**src/rtl/ovc_pkg.sv**
```systemverilog
package ovc_pkg;

    typedef enum logic [1:0] {
        ST_IDLE    = 2'd0,
        ST_TIMING  = 2'd1,
        ST_OVER    = 2'd2,
        ST_WAITCTL = 2'd3
    } prot_state_t;

    typedef struct packed {
        logic any_over;   // some active cell above its threshold
        logic all_below;  // every active cell below release level
    } cell_summary_t;

    localparam int MIN_CELLS = 2;
    localparam int TEST_DIV  = 64;

    function automatic int cells_in_use(input logic [1:0] sel, input int max_cells);
        int n;
        n = MIN_CELLS + int'(sel);
        if (n > max_cells) n = max_cells;
        return n;
    endfunction

    function automatic int test_delay(input int normal_ticks);
        int t;
        t = normal_ticks / TEST_DIV;
        if (t < 1) t = 1;
        return t;
    endfunction

endpackage

```
**src/rtl/ovc_cell_agg.sv**
```systemverilog
module ovc_cell_agg
    import ovc_pkg::*;
#(
    parameter int N_CELLS = 4
) (
    input  logic [1:0]         cell_sel,
    input  logic [N_CELLS-1:0] cell_over,
    input  logic [N_CELLS-1:0] cell_below,
    output logic [N_CELLS-1:0] active_mask,
    output cell_summary_t      summary
);
    int n_used;
    logic [N_CELLS-1:0] over_m;
    logic [N_CELLS-1:0] below_m;

    always_comb n_used = cells_in_use(cell_sel, N_CELLS);

    for (genvar i = 0; i < N_CELLS; i++) begin : g_cell
        assign active_mask[i] = (i < n_used);
        assign over_m[i]      = cell_over[i] & active_mask[i];
        assign below_m[i]     = cell_below[i] | ~active_mask[i];
    end

    always_comb begin
        summary.any_over  = |over_m;
        summary.all_below = &below_m;
    end
endmodule

```
**src/rtl/ovc_ctl_edge.sv**
```systemverilog
module ovc_ctl_edge (
    input  logic clk,
    input  logic rst,
    input  logic ctl_in,
    output logic ctl_rise
);
    logic s1, s2, s2_d;

    always_ff @(posedge clk) begin
        if (rst) begin
            s1   <= 1'b0;
            s2   <= 1'b0;
            s2_d <= 1'b0;
        end else begin
            s1   <= ctl_in;
            s2   <= s1;
            s2_d <= s2;
        end
    end

    assign ctl_rise = s2 & ~s2_d;
endmodule

```
**src/rtl/ovc_test_latch.sv**
```systemverilog
module ovc_test_latch #(
    parameter int TTST_TICKS = 160
) (
    input  logic clk,
    input  logic rst,
    input  logic tick,
    input  logic test_req,
    input  logic uvlo,
    input  logic trip,
    output logic test_on
);
    localparam int TW = $clog2(TTST_TICKS + 1);
    localparam logic [TW-1:0] LAST = TW'(TTST_TICKS - 1);

    logic [TW-1:0] req_cnt;

    always_ff @(posedge clk) begin
        if (rst || uvlo) begin
            test_on <= 1'b0;
            req_cnt <= '0;
        end else if (test_on) begin
            req_cnt <= '0;
            if (trip) test_on <= 1'b0;
        end else if (!test_req) begin
            req_cnt <= '0;
        end else if (tick) begin
            if (req_cnt == LAST) begin
                test_on <= 1'b1;
                req_cnt <= '0;
            end else begin
                req_cnt <= req_cnt + 1'b1;
            end
        end
    end
endmodule

```
**src/rtl/ovc_seq.sv**
```systemverilog
module ovc_seq
    import ovc_pkg::*;
#(
    parameter int TCU_TICKS = 8000,
    parameter int TCL_TICKS = 120,
    parameter int TTR_TICKS = 30
) (
    input  logic          clk,
    input  logic          rst,
    input  logic          tick,
    input  cell_summary_t summary,
    input  logic          test_on,
    input  logic          ctl_rise,
    input  logic          uvlo,
    output prot_state_t   state,
    output logic          co,
    output logic          trip
);
    localparam int DW = $clog2(TCU_TICKS + 1);
    localparam int GW = $clog2(TTR_TICKS + 1);
    localparam int RW = $clog2(TCL_TICKS + 1);
    localparam logic [DW-1:0] DET_NORM = DW'(TCU_TICKS);
    localparam logic [DW-1:0] DET_TEST = DW'(test_delay(TCU_TICKS));
    localparam logic [GW-1:0] GL_LAST  = GW'(TTR_TICKS - 1);
    localparam logic [RW-1:0] RL_LAST  = RW'(TCL_TICKS - 1);

    logic [DW-1:0] det_cnt;
    logic [GW-1:0] gl_cnt;
    logic [RW-1:0] rl_cnt;
    logic [DW-1:0] det_limit;

    always_comb begin
        det_limit = test_on ? DET_TEST : DET_NORM;
        trip = (state == ST_TIMING) && summary.any_over && (det_cnt >= det_limit);
    end

    always_ff @(posedge clk) begin
        if (rst || uvlo) begin
            state   <= ST_IDLE;
            co      <= 1'b0;
            det_cnt <= '0;
            gl_cnt  <= '0;
            rl_cnt  <= '0;
        end else begin
            case (state)
                ST_IDLE: begin
                    det_cnt <= '0;
                    gl_cnt  <= '0;
                    rl_cnt  <= '0;
                    if (summary.any_over) state <= ST_TIMING;
                end
                ST_TIMING: begin
                    if (trip) begin
                        state  <= ST_OVER;
                        co     <= 1'b1;
                        rl_cnt <= '0;
                    end else begin
                        if (tick && det_cnt < DET_NORM) det_cnt <= det_cnt + 1'b1;
                        if (summary.any_over) begin
                            gl_cnt <= '0;
                        end else if (tick) begin
                            if (gl_cnt == GL_LAST) state <= ST_IDLE;
                            else gl_cnt <= gl_cnt + 1'b1;
                        end
                    end
                end
                ST_OVER: begin
                    if (!summary.all_below) begin
                        rl_cnt <= '0;
                    end else if (tick) begin
                        if (rl_cnt == RL_LAST) begin
                            state  <= ST_WAITCTL;
                            rl_cnt <= '0;
                        end else begin
                            rl_cnt <= rl_cnt + 1'b1;
                        end
                    end
                end
                ST_WAITCTL: begin
                    if (!summary.all_below) begin
                        state  <= ST_OVER;
                        rl_cnt <= '0;
                    end else if (ctl_rise) begin
                        state <= ST_IDLE;
                        co    <= 1'b0;
                    end
                end
                default: state <= ST_IDLE;
            endcase
        end
    end
endmodule

```
**src/rtl/ovc_protect_ctrl.sv**
```systemverilog
module ovc_protect_ctrl
    import ovc_pkg::*;
#(
    parameter int N_CELLS    = 4,
    parameter bit FAST       = 1'b0,
    parameter int TCU_TICKS  = FAST ? 4000 : 8000,
    parameter int TCL_TICKS  = FAST ? 60 : 120,
    parameter int TTR_TICKS  = FAST ? 15 : 30,
    parameter int TTST_TICKS = 160
) (
    input  logic               clk,
    input  logic               rst,
    input  logic               tick,
    input  logic [1:0]         cell_sel,
    input  logic [N_CELLS-1:0] cell_over,
    input  logic [N_CELLS-1:0] cell_below,
    input  logic               ctl_in,
    input  logic               test_req,
    input  logic               uvlo,
    output logic               co,
    output logic               st_timing,
    output logic               st_over,
    output logic               st_wait,
    output logic               st_test
);
    logic [N_CELLS-1:0] active_mask;
    cell_summary_t      summary;
    logic               ctl_rise;
    logic               trip;
    logic               test_on;
    prot_state_t        state;

    ovc_cell_agg #(.N_CELLS(N_CELLS)) u_agg (
        .cell_sel    (cell_sel),
        .cell_over   (cell_over),
        .cell_below  (cell_below),
        .active_mask (active_mask),
        .summary     (summary)
    );

    ovc_ctl_edge u_ctl (
        .clk      (clk),
        .rst      (rst),
        .ctl_in   (ctl_in),
        .ctl_rise (ctl_rise)
    );

    ovc_test_latch #(.TTST_TICKS(TTST_TICKS)) u_test (
        .clk      (clk),
        .rst      (rst),
        .tick     (tick),
        .test_req (test_req),
        .uvlo     (uvlo),
        .trip     (trip),
        .test_on  (test_on)
    );

    ovc_seq #(
        .TCU_TICKS (TCU_TICKS),
        .TCL_TICKS (TCL_TICKS),
        .TTR_TICKS (TTR_TICKS)
    ) u_seq (
        .clk      (clk),
        .rst      (rst),
        .tick     (tick),
        .summary  (summary),
        .test_on  (test_on),
        .ctl_rise (ctl_rise),
        .uvlo     (uvlo),
        .state    (state),
        .co       (co),
        .trip     (trip)
    );

    assign st_timing = (state == ST_TIMING);
    assign st_over   = (state == ST_OVER);
    assign st_wait   = (state == ST_WAITCTL);
    assign st_test   = test_on;
endmodule

```
**config.mk**
```make
export PLATFORM = sky130hd
export DESIGN_NAME = ovc_protect_ctrl
export DESIGN_NICKNAME = d
export VERILOG_FILES = /design/src/rtl/ovc_pkg.sv /design/src/rtl/ovc_cell_agg.sv /design/src/rtl/ovc_ctl_edge.sv /design/src/rtl/ovc_test_latch.sv /design/src/rtl/ovc_seq.sv /design/src/rtl/ovc_protect_ctrl.sv
export SDC_FILE = /design/constraint.sdc
export NUM_CORES = 1
export LEC_CHECK = 0
export BUFFER_PORTS_ARGS = -buffer_cell sky130_fd_sc_hd__buf_2
export CAP_MARGIN = 20
export CORE_ASPECT_RATIO = 1.2
export CORE_MARGIN = 1
export CORE_UTILIZATION = 59
export DETAILED_ROUTE_END_ITERATION = 6
export PLACE_DENSITY = 0.79
export REMOVE_ABC_BUFFERS = 1
export SLEW_MARGIN = 5
export SYNTH_ARGS = -nofsm -noshare
export SYNTH_HDL_FRONTEND = slang
export SYNTH_HIERARCHICAL = 1
export SYNTH_SLANG_ARGS = --single-unit
```
**constraint.sdc**
```tcl
create_clock -name clk -period 2.85 [get_ports clk]
set_input_delay 0 -clock clk [delete_from_list [all_inputs] [get_ports clk]]
set_output_delay 0 -clock clk [all_outputs]
set_load 0.01 [all_outputs]
```
; ---- Yosys cells after proc, flatten, opt, wreduce, memory -nomap -nowiden
; Cells that the tools add are included.
[word_totals]
ff_bits = 40
inputBits = 16
out_inout_bits = 5
word_cells = 112
[classes]
addsub = 5
n_lt_le_gt_ge = 7
eq_ne = 23
n_mux = 37
bitwise = 15
reduce_logical = 15
[ops]
columns = operator, n
row1 = < comparator 3 x 32 -> 1 bit (first input constant), 2
row2 = two-way mux 13 bit, 3
row3 = two-way mux 7 bit, 5
row4 = greater-than comparator 32 x 4 -> 1 bit (second input constant), 1
row5 = < comparator 1 x 32 -> 1 bit (first input constant), 1
row6 = < comparator 2 x 32 -> 1 bit (first input constant), 1
row7 = two-way mux 32 bit, 1
row8 = one-hot mux 7 bit (4 select lines), 1
row9 = one-hot mux 13 bit (2 select lines), 1
row10 = two-way mux 2 bit, 10
row11 = two-way mux 5 bit, 4
row12 = != test 2 x 1 -> 1 bit (second input constant), 7
row13 = adder 13 x 1 -> 13 bit (second input constant), 1
row14 = >= comparator 13 bit, 1
row15 = < comparator 13 bit (second input constant), 1
row16 = AND reduction 4 bit, 3
row17 = one-hot mux 5 bit (2 select lines), 1
row18 = != test 3 x 2 -> 1 bit (second input constant), 3
row19 = != test 3 bit (second input constant), 3
row20 = adder 8 x 1 -> 8 bit (second input constant), 1
row21 = equality test 8 bit (second input constant), 1
row22 = two-way mux 1 bit, 8
row23 = two-way mux 8 bit, 1
row24 = one-hot mux 2 bit (4 select lines), 1
row25 = other kinds (21), 40

; ---- Logic depth before layout (Yosys ltp)
[logic_depth]
word_depth = 10
ltp_mapped = 9
depth_no_buf = 8

; ---- Modules after synthesis
; The synthesis kept the hierarchy.
[modules_own_cells]
columns = module, instances, cells_each, area_each_um2
row1 = ovc_seq, 1, 226, 1821.7
row2 = ovc_test_latch, 1, 45, 426.7
row3 = ovc_ctl_edge, 1, 7, 87.6
row4 = ovc_cell_agg, 1, 13, 67.6
row5 = ovc_protect_ctrl, 1, 3, 22.5

; ---- Worst setup path before layout
; No wires, ideal clock.
[synth_timing]
kind = reg2reg
from = reg u_test.test_on
to = reg u_seq.det_cnt[11]
setup_ns = 0.078
arrival_ns = 2.239
required_ns = 2.772
setup_slack_ns = 0.534
path_stages_with_launch = 9
path_buffers = 0
cell_sequence = dfxtp_1 > inv_1 > ha_1 > a21oi_1 > o211ai_1 > a21oi_4 > a31oi_4 > or4_1 > a21oi_1
[synth_via]
elab_chain_len = 5
[synth_rtl]
columns = item, line_no
row1 = start: declaration, ovc_test_latch.sv:10  ; output logic test_on
row2 = start signal: assignment, ovc_test_latch.sv:19  ; test_on <= 1'b0;
row3 = start signal: assignment, ovc_test_latch.sv:23  ; if (trip) test_on <= 1'b0;
row4 = start signal: assignment, ovc_test_latch.sv:28  ; test_on <= 1'b1;
row5 = two-way mux 13 bit, ovc_seq.sv:33  ; det_limit = test_on ? DET_TEST : DET_NORM;
row6 = >= comparator 13 bit, ovc_seq.sv:34  ; trip = (state == ST_TIMING) && summary.any_over && (det_cnt >= det_limit);
row7 = logical AND 1 bit, ovc_seq.sv:34
row8 = != test 2 bit (no source line), n/a
row9 = AND reduction 3 bit (no source line), n/a
row10 = end signal: assignment, ovc_seq.sv:58  ; if (tick && det_cnt < DET_NORM) det_cnt <= det_cnt + 1'b1;
row11 = end: declaration, ovc_seq.sv:27  ; logic [DW-1:0] det_cnt;
; No other way between the ends.
; A chain may end at the register's enable or synchronous reset.

; ---- Worst setup path in the final report
[layout_timing]
from = reg u_test.test_on
to = reg u_seq.det_cnt[8]
; The elaborated chain is that of the path after synthesis.

==> metrics <==
status finished, final reports clean; DR vias/cell 6.11; first-pass GRT wire length 9000 um; CP most frequent cell a21oi_1; CP Buf/Inv Count 1; clk buf depth 2; power per standard cell area 411 nW/um^2; detailed placer's ending HPWL 3710 um; core area 3910 sq um; instance count on the critical path 8; H-tree depth 2; clock sink total 40; Final Hold Fails 0; First-pass DRT Iterations 4; max-cap violations 0; RSZ-0062 raised after global routing false; Slowest cell on crit path or4_1; worst hold stages 4; fraction of layout cells with a size suffix above 1 15.6%; I/O pin cnt 21; GRT Overall Usage 27.3%; LEAKAGE 0.927 nW; CTS tree yes; Root Driver clkbuf_8; cts repair resizes 0; floorplan row count 25; Worst-Margin Slew 635 ps; max-slew violation count 0; mean post-synth cell area 8.30 sq um; Final period util 88.3%; Die Width 60.2 um; Yosys Warn Count 6; Post-CTS Setup Inserts 0; # setup viols final 0; Final Skew 2.93 ps; Hold WC Path Type input pin to flop; GRT overflow 0; CP Data Required Time 3080 ps; Crit path largest cell delay 560 ps; crit path max fanout 25; CTS Buf Count 5; total power 1.10 mW; DIE HEIGHT 71.8 um; CP cell instances inv_1 -> ha_1 -> a21oi_1 -> o211ai_1 -> a21oi_4 -> a31oi_4 -> or4_1 -> a21oi_1; WS Path Type flop to flop; initial antenna violation count 0; Filler Cell Count 328; pin count of the biggest net entering global routing 26; Worst VDD drop 0.366 mV; Hold Buf Count CTS 3; area of the die 4320 sq um; Syn Std Cell Area 2400 sq um; CP Data Arrival Time 2750 ps; n_diodes 0; routed wire length 5240 um; GPL Wtd Cong 0.893; nets 345; I/O Buffers 20; # DRC 0; vias in the first global route 2112; Rel. slew slack 57.2%; R2R cell count 8; Routed WL per cell 14.2 um; Syn Inst Count 289; vias 2253; Skew-Pair Late Insertion Delay 300 ps; CP top delay family compound AO/OA/AOI/OAI gates; Initial Util 61.3%; clock slew seen by the registers of the worst setup and hold paths 80 ps; post-route ant nets 0; Worst setup EP type flop; Setup TNS Final 0 ps; CP startpoint kind flop; fmax 397 MHz; crit path time final 2520 ps; Area Growth Syn to Fin 12.0%; Initial DRC Count 173
sequential cells by signal (all words and copies together), names as in the netlist:
name and flops:
u_seq/gl_cnt 5, u_seq/rl_cnt 7, u_test/req_cnt 8, u_seq/co 1
u_test/test_on 1, u_ctl/s1 1, u_seq/det_cnt 13, u_ctl/s2_d 1
u_ctl/s2 1, u_seq/state 2
report_power, final:
part,switching [mW],internal (mW)
logic,0.0389,0.0298
registers,0.00503,0.562
clock network,0.208,0.259
path summary, 6_finish.rpt:
path         slack (ps)                end            from
min                  50  u_test/req_cnt[0]            uvlo
min reg2reg         460           u_ctl/s2        u_ctl/s1
max reg2reg         330   u_seq/det_cnt[8]  u_test/test_on
max                 330   u_seq/det_cnt[8]  u_test/test_on
stage by stage:
stage | std cells | setup slack, ps | hold WS [ps] | util, % | instance area (sq um)
5_1_grt | 369 | 134 | 57.3 | 68.6 | 2680
6_report | 369 | 334 | 53.9 | 68.6 | 2680
3_3_place_gp | 358 | 500 | 212 | 65.0 | 2540
4_1_cts | 369 | 320 | 30.6 | 68.6 | 2680
2_1_floorplan | 281 | 427 | 71.6 | - | 2350
3_5_place_dp | 358 | 350 | 218 | 65.0 | 2540
layout make-up:
cell class / count / area, sq um / share of cell area (%)
Tap cell: 54 / 67.6 / 2.52
Timing Repair Buffer: 26 / 153 / 5.69
Sequential cell: 40 / 801 / 29.8
Clock inverter: 3 / 42.5 / 1.59
Multi-Input combinational cell: 233 / 1520 / 56.7
Inverter: 8 / 30.0 / 1.12
Clock buffer: 5 / 68.8 / 2.56
layout by cell type, fill, tap and decap left out, types with 3 or more instances in the layout:
cell           instances
dfxtp_1               40
a21oi_1               30
nor2_1                22
nand2_1               22
buf_2                 20
o21ai_0               18
ha_1                  15
nand4_1               12
or3_1                 12
nand3_1               11
nor2b_1               10
inv_1                  8
a31oi_1                6
clkbuf_8               5
nand2b_1               5
o21ai_1                4
o31ai_1                4
or4_1                  4
dlygate4sd3_1          3
buf_4                  3
nand3b_1               3
nor3_1                 3
xor2_1                 3
worst reg2reg max path: cells and delay by family, from the launching register on:
family / cells / cell delay (ps)
DFF: 1 / 430
buffers and inverters: 1 / 140
adders and majority gates: 1 / 350
and+or+nand+nor: 1 / 560
AOI/OAI and AO/OA: 5 / 980
routing by layer:
metal	track usage (%)	share of wire [%]	wire length (um)	up-vias
met3	4.51	3.5	184	11
met4	12.4	2.1	108	0
li1	-	-	-	1127
met5	0	0	0	-
met1	30.9	42	2190	1057
met2	48.4	53	2760	58
Note: power is estimated with default switching activity, not from simulation.
